**src/rtl/multi_rail_por.sv**
```systemverilog
module multi_rail_por #(
  parameter int N_RAILS    = 3,
  parameter int STD_DELAY  = 1024,
  parameter int FAST_DELAY = 16,
  parameter int RAMP_LIMIT = 4096
) (
  input  logic               clk,
  input  logic               por_n,
  input  logic [N_RAILS-1:0] rail_ok,
  input  logic               fast_sel,
  output logic               rst_hold,
  output logic               hiz_en,
  output logic               cfg_start,
  output logic               ramp_fault
);

  localparam int MAXD = (STD_DELAY > FAST_DELAY) ? STD_DELAY : FAST_DELAY;
  localparam int DW   = $clog2(MAXD) + 1;
  localparam int RW   = $clog2(RAMP_LIMIT) + 1;

  typedef enum logic [1:0] {ST_WAIT, ST_DELAY, ST_RUN, ST_FAULT} state_t;

  state_t             st;
  logic [N_RAILS-1:0] meta_q, good_q;
  logic [DW-1:0]      dly_q;
  logic [RW-1:0]      ramp_q;
  logic               fast_q, start_q;

  wire all_good = &good_q;
  wire any_good = |good_q;
  wire [DW-1:0] dly_last = fast_q ? DW'(FAST_DELAY - 1) : DW'(STD_DELAY - 1);

  always_ff @(posedge clk or negedge por_n) begin
    if (!por_n) begin
      meta_q <= '0;
      good_q <= '0;
    end else begin
      meta_q <= rail_ok;
      good_q <= meta_q;
    end
  end

  always_ff @(posedge clk or negedge por_n) begin
    if (!por_n) begin
      st      <= ST_WAIT;
      dly_q   <= '0;
      ramp_q  <= '0;
      fast_q  <= 1'b0;
      start_q <= 1'b0;
    end else begin
      start_q <= 1'b0;
      case (st)
        ST_WAIT: begin
          dly_q <= '0;
          if (all_good) begin
            st     <= ST_DELAY;
            fast_q <= fast_sel;
            ramp_q <= '0;
          end else if (any_good) begin
            if (ramp_q == RW'(RAMP_LIMIT - 1)) st <= ST_FAULT;
            else ramp_q <= ramp_q + 1'b1;
          end else begin
            ramp_q <= '0;
          end
        end
        ST_DELAY: begin
          if (!all_good) begin
            st     <= ST_WAIT;
            dly_q  <= '0;
            ramp_q <= '0;
          end else if (dly_q == dly_last) begin
            st      <= ST_RUN;
            dly_q   <= '0;
            start_q <= 1'b1;
          end else begin
            dly_q <= dly_q + 1'b1;
          end
        end
        ST_RUN: begin
          if (!all_good) begin
            st     <= ST_WAIT;
            ramp_q <= '0;
          end
        end
        default: st <= ST_FAULT;
      endcase
    end
  end

  assign rst_hold   = !((st == ST_RUN) && all_good);
  assign hiz_en     = rst_hold;
  assign cfg_start  = start_q && all_good;
  assign ramp_fault = (st == ST_FAULT);

endmodule


```
**config.mk**
```make
export PLATFORM = sky130hd
export DESIGN_NAME = multi_rail_por
export DESIGN_NICKNAME = d
export VERILOG_FILES = /design/src/rtl/multi_rail_por.sv
export SDC_FILE = /design/constraint.sdc
export NUM_CORES = 1
export LEC_CHECK = 0
export ABC_CLOCK_PERIOD_IN_PS = 5000
export CORE_UTILIZATION = 45
export CTS_CLUSTER_DIAMETER = 50
export DETAILED_ROUTE_END_ITERATION = 16
export PLACE_DENSITY = 0.73
export REMOVE_ABC_BUFFERS = 1
export SETUP_SLACK_MARGIN = 0.02
export SLEW_MARGIN = 30
export SYNTH_ARGS = -nofsm -noshare
export SYNTH_HDL_FRONTEND = slang
export SYNTH_SLANG_ARGS = --single-unit
```
**constraint.sdc**
```tcl
create_clock -name clk -period 5 [get_ports clk]
set_input_delay 0.5 -clock clk [delete_from_list [all_inputs] [get_ports clk]]
set_output_delay 0.5 -clock clk [all_outputs]
set_load 0.1 [all_outputs]
```
==> flow_metrics.py <==
metrics = {
    "die": {
        "start_util": 0.487,
        "core_region_area_um2": 3470,
        "die_h_um": 63.3,
        "ioPinCount": 10,
        "dieArea_um2": 4000,
        "fp.dieW_um": 63.3,
        "num_rows": 21,
    },
    "synthesis": {
        "ys_seq_elements": 34,
        "ys_seq_area_frac": 0.504,
        "synth_edf_count": 0,
        "synth_top_flop_cell": "dfrtp_1",
        "yosysWarnings": 0,
        "synthArstFlopShare": 1.00,
        "synth_top_area_frac": 0.504,
        "yosysTopAreaCell": "dfrtp_1",
        "syn_area_per_cell_um2": 9.76,
        "syn_inst": 173,
        "synth_area_leaders": "dfrtp_1 50%, o21ai_0 5.0%, ha_1 4.4%",
        "yosysUniqueCellTypes": 39,
        "syn_area_um2": 1690,
    },
    "clock_network": {
        "postCtsHoldBufs": 0,
        "cts_htree_levels": 2,
        "clkLatencyLatePin_ps": 290,
        "cts_tree": "yes",
        "cts.path.max_buffers": 2,
        "clkTransAtPathRegs_ps": 70,
        "cts_root_buffer": "clkbuf_8",
        "postCtsSetupBuffers": 0,
        "cts_buffers": 5,
        "cts.sinks": 34,
        "ctsResizeCount": 0,
    },
    "critical_path": {
        "reg2reg_from": "st[0]",
        "critPathKind": "reg -> out",
        "crit_fanout": 10,
        "end_kind": "primary output",
        "r2r-end": "ramp_q[2]",
        "cp_data_required_time_ps": 4500,
        "r2r_cells": 6,
        "ff2ff_setup_slack_ps": 2360,
        "cp.arrival_ps": 2290,
        "worst_setup_path_start_kind": "flop",
    },
    "global_routing": {
        "overflow": 0,
        "grt_max_degree": 35,
        "grt.total_usage": 0.197,
        "antenna_found_initial": 0,
        "grt_pass1_wl_um": 6060,
        "grt_pass1_vias": 1336,
    },
    "routing": {
        "wl_per_cell_um": 14.7,
        "wl_um": 3390,
        "route.vias.total": 1351,
        "avgViaCountPerCell": 5.85,
        "drtIter0Drc": 87,
        "route.detailed.drc": 0,
        "firstDrtPassIters": 5,
        "antenna_left": 0,
    },
    "cells_and_area": {
        "final_common_cell": "dfrtp_1",
        "nets": 196,
        "drive_gt1_frac": 0.0757,
        "diodes": 0,
        "post-route-util": 0.562,
        "fill_cells": 299,
        "syn_to_final_growth_pct": 15.4,
        "mostFrequentLayoutCells": "34 x dfrtp_1, 18 x nand2_1, 17 x o21ai_0",
    },
    "timing": {
        "finalSetupTns_ps": 0,
        "maxSlewViolCount": 0,
        "finalSetupViolCount": 0,
        "rsz0062_at_grt": "no",
        "period_share": 0.559,
        "hold_viol_final": 0,
        "clock-skew-final_ps": 6.43,
        "fmax_ghz": 0.358,
        "worst_pin_slew_ps": 981,
        "finalCriticalPeriod_ps": 2790,
        "max_slew_margin": 0.344,
    },
    "min_path": {
        "holdCritStartpoint": "meta_q[2]",
        "hp-class": "reg -> reg",
        "min_path_cells": 0,
        "hold_end": "good_q[2]",
    },
    "pwr": {
        "power.density_nw_per_um2": 473,
        "ir_drop_v": 0.000190,
        "p_leak_nw": 0.831,
    },
    "placement": {
        "dp_hpwl_um": 2300,
        "gp_congestion": 0.787,
        "place.port_buffers": 9,
    },
    "run_status": {
        "status": "finished, final reports clean",
    },
    "run": {
        "drv_cap": 0,
    },
}
[routing by layer]
metal  up-vias  global-route usage  wire length [um]
li1        639                   -                 -
met1       663               0.248              1510
met2        41               0.312              1640
met3         8              0.0634               176
met4         0              0.0824                71
met5         -                   0                 0
[logic make-up after synthesis]
family          share of synthesized area
fa+ha+maj                          0.0444
simple gates                        0.226
compound gates                      0.144
buf+inv                            0.0326
xor+xnor                           0.0363
mux                                0.0126
flops                               0.504
[worst max-delay path, stage by stage, from the launching register on]
cell and delay [ps]:
dfrtp_1 380, and3_1 280, nand2_1 180, clkdlybuf4s50_1 1150
[final cells by class]
class / count / area, um^2 / share of cell area
sequential: 34 / 851 / 0.436
inverter: 6 / 22.5 / 0.0116
multi-input combinational: 127 / 783 / 0.402
timing repair buffer: 10 / 97.6 / 0.0501
clock inverter: 3 / 68.8 / 0.0353
tap: 46 / 57.6 / 0.0295
clock buffer: 5 / 68.8 / 0.0353
[sequential cells by signal (all words and copies together) (netlist names)]
name / flops
st: 2
fast_q: 1
meta_q: 3
start_q: 1
ramp_q: 13
good_q: 3
dly_q: 11
[synthesized netlist by cell type (3+ instances only)]
cell / n
nor3_1: 5
xor2_1: 4
nand3_1: 9
nor2b_1: 4
a31oi_1: 3
and2_1: 3
inv_1: 6
nand4_1: 4
a21oi_1: 4
dfrtp_1: 34
nor2_1: 15
o21ai_0: 17
o31ai_1: 9
nand2_1: 18
xnor2_1: 3
ha_1: 6
[through the flow]
stage	total power, mW	cell area (um^2)	hold WS [ps]	std cells	setup WS [ps]
3_5_place_dp	0.617	1810	342	223	2430
5_1_grt	0.979	1950	371	231	2120
4_1_cts	0.927	1950	359	231	2190
3_3_place_gp	0.600	1810	331	223	2550
2_1_floorplan	0.544	1660	204	167	2360
6_report	0.922	1950	357	231	2210
[worst max-delay path by stage]
stage | from | to | slack, ps | cells past startpoint
finish | good_q[0] | hiz_en | 2210 | 3
global route | good_q[0] | cfg_start | 2120 | 3
CTS | good_q[0] | hiz_en | 2190 | 3
detailed placement | st[0] | ramp_q[2] | 2430 | 6
global placement | good_q[0] | cfg_start | 2550 | 3
floorplan | good_q[0] | st[0] | 2360 | 5
[power by group]
part	leakage (nW)	switching [mW]	internal, mW
logic	0.310	0.201	0.0928
registers	0.453	0.0211	0.300
clock network	0.0683	0.108	0.200
total	0.831	0.330	0.592
No activity file was read; power rests on OpenSTA's default activity.
